<file path="src/rtl/spi_regs_pkg.sv">
package spi_regs_pkg;

  localparam int NUM_REGS  = 9;
  localparam int MAX_BYTES = 5;
  localparam int ADDR_W    = 5;
  localparam int REG_BITS  = MAX_BYTES * 8;
  localparam int ACT_W     = NUM_REGS * REG_BITS;
  localparam int LEN_W     = $clog2(MAX_BYTES + 1);

  typedef enum logic [1:0] {
    ST_INSTR = 2'd0,
    ST_DATA  = 2'd1,
    ST_DONE  = 2'd2
  } port_state_t;

  // Data byte count per register number; unknown registers take one byte.
  function automatic logic [LEN_W-1:0] reg_len(input logic [ADDR_W-1:0] a);
    case (a)
      5'd0, 5'd4, 5'd6: reg_len = LEN_W'(4);
      5'd1:             reg_len = LEN_W'(3);
      5'd2, 5'd5:       reg_len = LEN_W'(2);
      5'd3:             reg_len = LEN_W'(1);
      5'd7, 5'd8:       reg_len = LEN_W'(5);
      default:          reg_len = LEN_W'(1);
    endcase
  endfunction

endpackage

</file>
<file path="src/rtl/spi_regs_sync.sv">
module spi_regs_sync #(
  parameter int              WIDTH   = 1,
  parameter int              STAGES  = 2,
  parameter logic [WIDTH-1:0] RST_VAL = '0
) (
  input  logic             clk,
  input  logic             rst_n,
  input  logic [WIDTH-1:0] d,
  output logic [WIDTH-1:0] q
);

  logic [STAGES-1:0][WIDTH-1:0] pipe_q;
  logic [STAGES-1:0][WIDTH-1:0] pipe_n;

  always_comb begin
    pipe_n[0] = d;
    for (int s = 1; s < STAGES; s++) pipe_n[s] = pipe_q[s-1];
  end

  always_ff @(posedge clk or negedge rst_n) begin
    if (!rst_n) pipe_q <= {STAGES{RST_VAL}};
    else        pipe_q <= pipe_n;
  end

  assign q = pipe_q[STAGES-1];

endmodule

</file>
<file path="src/rtl/spi_regs_shifter.sv">
module spi_regs_shifter
  import spi_regs_pkg::*;
(
  input  logic                clk,
  input  logic                rst_n,
  input  logic                sclk_s,
  input  logic                cs_n_s,
  input  logic                mosi_s,
  input  logic                tx_load,
  input  logic [REG_BITS-1:0] tx_word,
  output logic                byte_vld,
  output logic [7:0]          byte_data,
  output logic                miso
);

  logic                sclk_q;
  logic [2:0]          bit_q,  bit_n;
  logic [6:0]          rx_q,   rx_n;
  logic [REG_BITS-1:0] tx_q,   tx_n;
  logic                miso_q, miso_n;
  logic                rise, fall;

  assign rise = sclk_s & ~sclk_q;
  assign fall = ~sclk_s & sclk_q;

  assign byte_vld  = rise && !cs_n_s && (bit_q == 3'd7);
  assign byte_data = {rx_q, mosi_s};

  always_comb begin
    bit_n  = bit_q;
    rx_n   = rx_q;
    tx_n   = tx_q;
    miso_n = miso_q;
    if (cs_n_s) begin
      bit_n  = '0;
      tx_n   = '0;
      miso_n = 1'b0;
    end else begin
      if (rise) begin
        rx_n  = {rx_q[5:0], mosi_s};
        bit_n = bit_q + 3'd1;
      end
      if (tx_load) begin
        tx_n = tx_word;
      end else if (fall) begin
        miso_n = tx_q[REG_BITS-1];
        tx_n   = {tx_q[REG_BITS-2:0], 1'b0};
      end
    end
  end

  always_ff @(posedge clk or negedge rst_n) begin
    if (!rst_n) begin
      sclk_q <= 1'b0;
      bit_q  <= '0;
      rx_q   <= '0;
      tx_q   <= '0;
      miso_q <= 1'b0;
    end else begin
      sclk_q <= sclk_s;
      bit_q  <= bit_n;
      rx_q   <= rx_n;
      tx_q   <= tx_n;
      miso_q <= miso_n;
    end
  end

  assign miso = miso_q;

endmodule

</file>
<file path="src/rtl/spi_regs_core.sv">
module spi_regs_core
  import spi_regs_pkg::*;
(
  input  logic                clk,
  input  logic                rst_n,
  input  logic                cs_n_s,
  input  logic                byte_vld,
  input  logic [7:0]          byte_data,
  input  logic                upd_edge,
  output logic                tx_load,
  output logic [REG_BITS-1:0] tx_word,
  output logic [ACT_W-1:0]    shadow_flat,
  output logic [ACT_W-1:0]    active_flat
);

  port_state_t         state_q, state_n;
  logic [ADDR_W-1:0]   addr_q,  addr_n;
  logic                rd_q,    rd_n;
  logic [LEN_W-1:0]    left_q,  left_n;
  logic [REG_BITS-1:0] stage_q, stage_n;
  logic [REG_BITS-1:0] data_word;
  logic                commit;

  logic [NUM_REGS-1:0][REG_BITS-1:0] shadow_q, shadow_n;
  logic [NUM_REGS-1:0][REG_BITS-1:0] active_q, active_n;

  logic [ADDR_W-1:0]   instr_addr;
  logic [REG_BITS-1:0] rd_sel;
  logic [5:0]          rd_shift;
  logic [1:0]          unused_bits;

  assign instr_addr  = byte_data[ADDR_W-1:0];
  assign unused_bits = byte_data[6:5];
  assign data_word   = {stage_q[REG_BITS-9:0], byte_data};

  // Transaction decoder: next state
  always_comb begin
    state_n = state_q;
    addr_n  = addr_q;
    rd_n    = rd_q;
    left_n  = left_q;
    stage_n = stage_q;
    commit  = 1'b0;
    if (cs_n_s) begin
      state_n = ST_INSTR;
      left_n  = '0;
      stage_n = '0;
    end else if (byte_vld) begin
      unique case (state_q)
        ST_INSTR: begin
          addr_n  = instr_addr;
          rd_n    = byte_data[7];
          left_n  = reg_len(instr_addr);
          stage_n = '0;
          state_n = ST_DATA;
        end
        ST_DATA: begin
          stage_n = data_word;
          left_n  = left_q - LEN_W'(1);
          if (left_q == LEN_W'(1)) begin
            state_n = ST_DONE;
            commit  = !rd_q && (addr_q < ADDR_W'(NUM_REGS));
          end
        end
        default: ;
      endcase
    end
  end

  // Register banks: next state
  always_comb begin
    shadow_n = shadow_q;
    for (int i = 0; i < NUM_REGS; i++) begin
      if (commit && (addr_q == ADDR_W'(i))) shadow_n[i] = data_word;
    end
    active_n = upd_edge ? shadow_q : active_q;
  end

  // Read path: left-align the addressed shadow register
  always_comb begin
    rd_sel = '0;
    for (int i = 0; i < NUM_REGS; i++) begin
      if (instr_addr == ADDR_W'(i)) rd_sel = shadow_q[i];
    end
    rd_shift = 6'(8 * (MAX_BYTES - int'(reg_len(instr_addr))));
    tx_word  = rd_sel << rd_shift;
    tx_load  = byte_vld && !cs_n_s && (state_q == ST_INSTR) && byte_data[7];
  end

  always_ff @(posedge clk or negedge rst_n) begin
    if (!rst_n) begin
      state_q  <= ST_INSTR;
      addr_q   <= '0;
      rd_q     <= 1'b0;
      left_q   <= '0;
      stage_q  <= '0;
      shadow_q <= '0;
      active_q <= '0;
    end else begin
      state_q  <= state_n;
      addr_q   <= addr_n;
      rd_q     <= rd_n;
      left_q   <= left_n;
      stage_q  <= stage_n;
      shadow_q <= shadow_n;
      active_q <= active_n;
    end
  end

  assign shadow_flat = shadow_q;
  assign active_flat = active_q;

endmodule

</file>
<file path="src/rtl/spi_regs.sv">
module spi_regs
  import spi_regs_pkg::*;
#(
  parameter int SYNC_STAGES = 2
) (
  input  logic             clk,
  input  logic             rst_n,
  input  logic             sclk,
  input  logic             cs_n,
  input  logic             mosi,
  output logic             miso,
  input  logic             update,
  output logic [ACT_W-1:0] active_o
);

  logic [1:0]          rst_pipe;
  logic                rst_sn;
  logic                sclk_s, cs_n_s, mosi_s;
  logic                upd_s, upd_q, upd_edge;
  logic                byte_vld;
  logic [7:0]          byte_data;
  logic                tx_load;
  logic [REG_BITS-1:0] tx_word;
  logic [ACT_W-1:0]    shadow_flat;

  // Asynchronous assertion, synchronous release
  always_ff @(posedge clk or negedge rst_n) begin
    if (!rst_n) rst_pipe <= '0;
    else        rst_pipe <= {rst_pipe[0], 1'b1};
  end
  assign rst_sn = rst_pipe[1];

  spi_regs_sync #(.WIDTH(3), .STAGES(SYNC_STAGES), .RST_VAL(3'b010)) u_pin_sync (
    .clk   (clk),
    .rst_n (rst_sn),
    .d     ({sclk, cs_n, mosi}),
    .q     ({sclk_s, cs_n_s, mosi_s})
  );

  spi_regs_sync #(.WIDTH(1), .STAGES(SYNC_STAGES), .RST_VAL(1'b0)) u_upd_sync (
    .clk   (clk),
    .rst_n (rst_sn),
    .d     (update),
    .q     (upd_s)
  );

  always_ff @(posedge clk or negedge rst_sn) begin
    if (!rst_sn) upd_q <= 1'b0;
    else         upd_q <= upd_s;
  end
  assign upd_edge = upd_s & ~upd_q;

  spi_regs_shifter u_shifter (
    .clk       (clk),
    .rst_n     (rst_sn),
    .sclk_s    (sclk_s),
    .cs_n_s    (cs_n_s),
    .mosi_s    (mosi_s),
    .tx_load   (tx_load),
    .tx_word   (tx_word),
    .byte_vld  (byte_vld),
    .byte_data (byte_data),
    .miso      (miso)
  );

  spi_regs_core u_core (
    .clk         (clk),
    .rst_n       (rst_sn),
    .cs_n_s      (cs_n_s),
    .byte_vld    (byte_vld),
    .byte_data   (byte_data),
    .upd_edge    (upd_edge),
    .tx_load     (tx_load),
    .tx_word     (tx_word),
    .shadow_flat (shadow_flat),
    .active_flat (active_o)
  );

endmodule

</file>
<file path="config.mk">
export PLATFORM = sky130hd
export DESIGN_NAME = spi_regs
export DESIGN_NICKNAME = d
export VERILOG_FILES = /design/src/rtl/spi_regs_pkg.sv /design/src/rtl/spi_regs_sync.sv /design/src/rtl/spi_regs_shifter.sv /design/src/rtl/spi_regs_core.sv /design/src/rtl/spi_regs.sv
export SDC_FILE = /design/constraint.sdc
export NUM_CORES = 1
export LEC_CHECK = 0
export ABC_AREA = 1
export BUFFER_PORTS_ARGS = -buffer_cell sky130_fd_sc_hd__buf_4
export CAP_MARGIN = 40
export CORE_MARGIN = 1.5
export CORE_UTILIZATION = 59
export CTS_CLUSTER_SIZE = 25
export DETAILED_ROUTE_END_ITERATION = 8
export PLACE_DENSITY = 0.86
export SYNTH_ARGS = -nofsm -noshare
export SYNTH_HDL_FRONTEND = slang
export SYNTH_SLANG_ARGS = --single-unit
</file>
<file path="constraint.sdc">
create_clock -name clk -period 30.6 [get_ports clk]
set_input_delay 1.53 -clock clk [delete_from_list [all_inputs] [get_ports clk]]
set_output_delay 1.53 -clock clk [all_outputs]
set_load 0.03 [all_outputs]
</file>
Yosys cells after proc, flatten, opt, wreduce, memory -nomap -nowiden
Memories as Yosys holds them, arrays and structs flattened.
Cells that the tools add are included.
- memories: 2
- output and inout bits: 361
- input port bits: 6
- logic and storage cells: 132
- flip-flop bits (word level): 826
- memory bits (read-only): 96
- memories (name ; words ; bits a word ; rd ports ; clocked after memory_dff ; wr ports ; line ; source):
    (name not given) ; 16 ; 3 ; 1 ; 0 ; 0 ; spi_regs_pkg.sv:18 ; case (a)
    (name not given) ; 16 ; 3 ; 1 ; 0 ; 0 ; spi_regs_pkg.sv:18 ;
- equality and inequality tests: 21
- reductions and logical operators: 30
- shifts and indexed selects: 1
- add/sub/neg operators: 3
- bitwise operators: 7
- mux-type cells: 33
- magnitude comparators: 1
- operators with widths (operator ; count):
    $mux W40 ; 12
    $mux W32 ; 2
    $pmux W32 S2 ; 1
    $eq A5 B3 Y1 const B ; 8
    $shl A40 B6 Y40 ; 1
    $eq A5 B2 Y1 const B ; 4
    $mux W3 ; 6
    $logic_and A1 B1 Y1 ; 15
    $eq A5 B1 Y1 const B ; 2
    $eq A5 B4 Y1 const B ; 2
    $logic_not A5 Y1 ; 2
    $mux W1 ; 7
    $mux W2 ; 3
    $pmux W3 S2 ; 1
    $reduce_and A2 Y1 ; 3
    $reduce_and A3 Y1 ; 2
    $reduce_bool A2 Y1 ; 3
    $reduce_bool A3 Y1 ; 2
    $lt A5 B4 Y1 const B ; 1
    $not A1 Y1 ; 4
    $pmux W2 S2 ; 1
    $add A3 B1 Y3 const B ; 1
    $and A1 B1 Y1 ; 3
    $eq A3 B1 Y1 const B ; 1
    other kinds (8) ; 9

Depth between registers and ports, before layout
- word-level depth: 13
- mapped depth: 22

Hierarchy
A second synthesis with hierarchy kept.
- cell total of the unflattened synthesis: 3768
- area, all modules: 35848.1 um^2
- by module, submodules not included (module ; times used ; seq. area each (um^2) ; cells each ; area each (um^2)):
    spi_regs_core ; 1 ; 19093.3 ; 3385 ; 32884.0
    spi_regs_shifter ; 1 ; 1301.2 ; 369 ; 2672.6
    spi_regs_sync at u_pin_sync ; 1 ; 152.6 ; 6 ; 152.6
    spi_regs ; 1 ; 75.1 ; 6 ; 88.8
    spi_regs_sync at u_upd_sync ; 1 ; 50.0 ; 2 ; 50.0

Worst setup path before layout
Ideal clock, no wire load.
- kind: reg-to-reg
- start point: reg u_shifter.rx_q[0]
- end point: reg u_shifter.tx_q[23]
- data required time: 30.524 ns
- path buffers: 2
- period minus slack after synthesis: 2.478 ns
- setup time: 0.076 ns
- data arrival time: 2.401 ns
- cell stages (with the launch flop): 21
- slack: 28.122 ns
- cell sequence: dfrtp_1 -> inv_1 -> clkbuf_1 -> ha_1 -> inv_1 -> nor2_2 -> nand2_1 -> inv_2 -> buf_2 -> nand2_1 -> nand3_1 -> nand3_1 -> nand3_1 -> nand2_1 -> nand2_1 -> nand2_1 -> nand2_1 -> nand3_1 -> a21oi_1 -> nor2_1 -> o21ai_1
- word-level cells in the longest chain between the ends: 13
- elaborated cells on any way between the ends: 24
- those cells by class: add/sub: 1; eq/ne: 8; shift: 1; mux: 12; reduce/logical: 1; memory: 1
- RTL lines (item ; line ; source):
    from (decl) ; spi_regs_shifter.sv:18 ; logic [6:0] rx_q, rx_n;
    from (signal assigned) ; spi_regs_shifter.sv:62 ; rx_q <= rx_n;
    $logic_not A5 Y1 ; spi_regs_core.sv:83 ; if (instr_addr == ADDR_W'(i)) rd_sel = shadow_q[i];
    $mux W40 (9 in series) ; spi_regs_core.sv:83 ;
    $shl A40 B6 Y40 (*) ; spi_regs_core.sv:86 ; tx_word = rd_sel << rd_shift;
    $mux W40 (*) ; spi_regs_shifter.sv:43 ; if (tx_load) begin
    $mux W40 (*) ; spi_regs_shifter.sv:34 ; if (cs_n_s) begin
    to (signal assigned) ; spi_regs_shifter.sv:63 ; tx_q <= tx_n;
    to (decl) ; spi_regs_shifter.sv:19 ; logic [REG_BITS-1:0] tx_q, tx_n;
Mark *: on every way between the ends. The rest lies on a longest branch, timed or not.
A chain may end at the register's enable or synchronous reset.

Final worst setup path
- start point: reg u_shifter.rx_q[0]
- end point: reg u_shifter.tx_q[3]
Same word-level chain as after synthesis.

==> impl_metrics.csv <==
group,metric,value,unit
outcome,run_status,"completed",
clock_network,cts_buffer_depth,3,
setup_path,worst_path_max_delay_cell,"buf_4",
clock_network,numCtsBuffers,82,
grt,grt_first_pass_wirelength,165000,um
yosys,yosysSeqAreaShare,58.6,%
grt,grt_max_degree,192,
power,power,2.39,mW
yosys,ys.flop_type,"dfrtp_1",
route,finalWirelength,108000,um
setup_path,start_kind,"flop",
hold_path,worstHoldStart,"u_upd_sync.pipe_n[1]$_DFF_PN0_",
sta,rsz0062_at_grt,"false",
flow_run,cap_violations,0,
placed_design,gp_congestion,0.974,
hold_path,hp-class,"reg -> reg",
yosys,syn-cell-area,0.0353,mm^2
power,power_density,58.0,mW/mm^2
clock_network,clk_latency,0.66,ns
sta,clock-skew-final,0.0406,ns
sta,fin_crit,4.26,ns
setup_path,cp_data_arrival_time,4.82,ns
die,die_w,248,um
grt,grt_usage,35.5,%
sta,drv_slew,0,
die,rows,89,
clock_network,cts_hold_buffers,0,
yosys,avgSynthCellArea,9.13,um^2
clock_network,cts_sinks,826,
clock_network,post_cts_buffers,0,
finish,fillers,4203,
sta,tightestPinTransition,1.06,ns
sta,slew_headroom,29.2,%
power,p_leak,20.2,nW
finish,mostFrequentLayoutCells,"1114 x nand2_1, 823 x dfrtp_1, 675 x o21ai_0",
route,num_vias,29366,
finish,layout-drive-gt1-share,19.1,%
die,ios,367,
yosys,synth_fp_nets,3879,
power,irDropWorstVdd,0.0414,mV
setup_path,path_cells,"inv_1 -> ha_1 -> inv_1 -> nor2_2 -> nand2_2 -> buf_4 -> inv_2 -> a31oi_4 -> inv_2 -> nor2_4 -> inv_2 -> nor2_8 -> inv_2 -> o21ai_1 -> nand2_1 -> o21ai_1",
route,drt_iter0_drc,3817,
grt,antenna_found_initial,1,
setup_path,critPathTopFamily,"buffers and inverters",
setup_path,cp.required,31.16,ns
die,core_area,0.0590,mm^2
clock_network,h-tree-depth,3,
clock_network,post_cts_resized,0,
clock_network,cts_root_buf,"clkbuf_16",
grt,gr-total-overflow,0,
finish,area.growth.synth_to_final,17.1,%
die,die_h,248,um
route,routed_via_density,5.94,
yosys,synth.distinct_cells,41,
yosys,async_flop_share,100,%
setup_path,rr_startpoint,"u_shifter.rx_q[0]$_DFFE_PN0P_",
sta,setup_viol,0,
clock_network,clk_pin_slew_worst_paths,0.07,ns
setup_path,path_max_fanout,74,
route,avgRoutedWirePerCell,21.9,um
sta,clock.fmax,0.235,GHz
route,dr.pass1.iters,8,
sta,min_period_over_period,13.9,%
sta,hold_viol,0,
clock_network,cts_tree,"done",
route,antenna_left,0,
setup_path,endpoint_kind,"flop",
placed_design,io_buffers,366,
placed_design,hpwlAfterDp,69900,um
placed_design,placed_area,0.0385,mm^2
setup_path,critPathBufInv,7,
yosys,syn_inst,3865,
grt,grt_pass1_vias,28377,
sta,tns,0,ns
yosys,ys_warn_count,0,
die,die_area,0.0613,mm^2
setup_path,crit_top_cell,"inv_2",
setup_path,crit_type,"reg -> reg",
setup_path,crit_start,"u_shifter.rx_q[0]$_DFFE_PN0P_",
setup_path,cpPeakStageDelay,0.66,ns
finish,design_area,0.0413,mm^2
route,drc_errors,0,
finish,final_common_cell,"nand2_1",
yosys,synth-edff-count,0,
finish,final_nets,4116,
yosys,synth_seq_cells,826,
die,start_util,59.8,%
power by group:
| group | total (mW) | internal, mW | switching, mW |
|---|---|---|---|
| logic | 0.239 | 0.0518 | 0.187 |
| registers | 1.10 | 1.10 | 0.00622 |
| clock network | 1.05 | 0.610 | 0.443 |
| total | 2.39 | 1.76 | 0.636 |
cells in the mapped netlist (11+ instances only):
library cell | instances | area [um^2]
inv_2 | 17 | 63.8
mux2_2 | 197 | 2220
nor2_1 | 48 | 180
o21ai_0 | 675 | 3380
inv_1 | 355 | 1330
nand2_1 | 1126 | 4230
o21ai_1 | 21 | 105
o22ai_1 | 38 | 238
buf_2 | 33 | 165
clkbuf_1 | 199 | 747
o211ai_1 | 11 | 82.6
dfrtp_1 | 824 | 20600
nand3_1 | 225 | 1130
sequential cells by signal (all words and copies together) (netlist names):
signal	cells
rst_pipe	2
u_core.active_flat	360
u_core.addr_q	5
u_core.left_q	3
u_core.rd_q	1
u_core.shadow_flat	360
u_core.stage_q	32
u_core.state_q	2
u_pin_sync.pipe_n	3
u_pin_sync.q	3
u_shifter.bit_q	3
u_shifter.miso	1
u_shifter.rx_q	7
u_shifter.sclk_q	1
u_shifter.tx_q	40
u_upd_sync.pipe_n	1
u_upd_sync.q	1
upd_q	1
final timing paths:
path / endpoint / slack (ns) / depth (start not counted)
worst max-delay path: u_shifter.tx_q[3]$_DFFE_PN0P_ / 26.34 / 16
worst min-delay path: u_upd_sync.q$_DFF_PN0_ / 0.35 / 0
worst max register to register: u_shifter.tx_q[3]$_DFFE_PN0P_ / 26.34 / 16
worst min register to register: u_upd_sync.q$_DFF_PN0_ / 0.35 / 0
max in group asynchronous: u_core.active_flat[307]$_DFFE_PN0P_ / 26.67 / 5
min in group asynchronous: u_core.active_flat[46]$_DFFE_PN0P_ / 0.39 / 0
routing by layer:
metal	vias to the layer above	track usage, %	routed length (um)
li1	12895	-	-
met1	14129	45.9	39500
met4	0	22.6	7060
met3	401	6.63	11200
met2	1941	55.5	50300
met5	-	0	0
kinds of logic after synthesis:
| kind of cell | count (synthesis) | share of synthesized area [%] |
|---|---|---|
| simple gates | 1440 | 16.7 |
| flops | 826 | 58.6 |
| compound gates | 761 | 11.1 |
| buf+inv | 631 | 7.05 |
| mux | 197 | 6.29 |
| fa+ha+maj | 8 | 0.284 |
| other cells | 1 | 0.0106 |
| xor+xnor | 1 | 0.0248 |
through the flow:
step           worst slack (ns)  hold WS (ns)  instances  util [%]
3_3_place_gp              26.09         0.333       4782      64.8
2_1_floorplan              5.87         0.331       3865         -
4_1_cts                   26.54         0.348       4941      70.0
6_report                  26.34         0.346       4942      70.0
5_1_grt                   26.12         0.364       4941      70.0
3_5_place_dp              26.62         0.335       4791      65.2
final cells by class:
type / count / area, um^2 / area share [%]
sequential: 826 / 20700 / 50.0
multi-input combinational: 2408 / 12200 / 29.5
timing repair buffer: 407 / 3250 / 7.87
clock buffer: 114 / 2390 / 5.80
inverter: 377 / 1420 / 3.44
tap: 773 / 967 / 2.34
clock inverter: 36 / 423 / 1.02
antenna: 1 / 2.50 / 0.00606
Note: power is estimated with default switching activity, not from simulation.
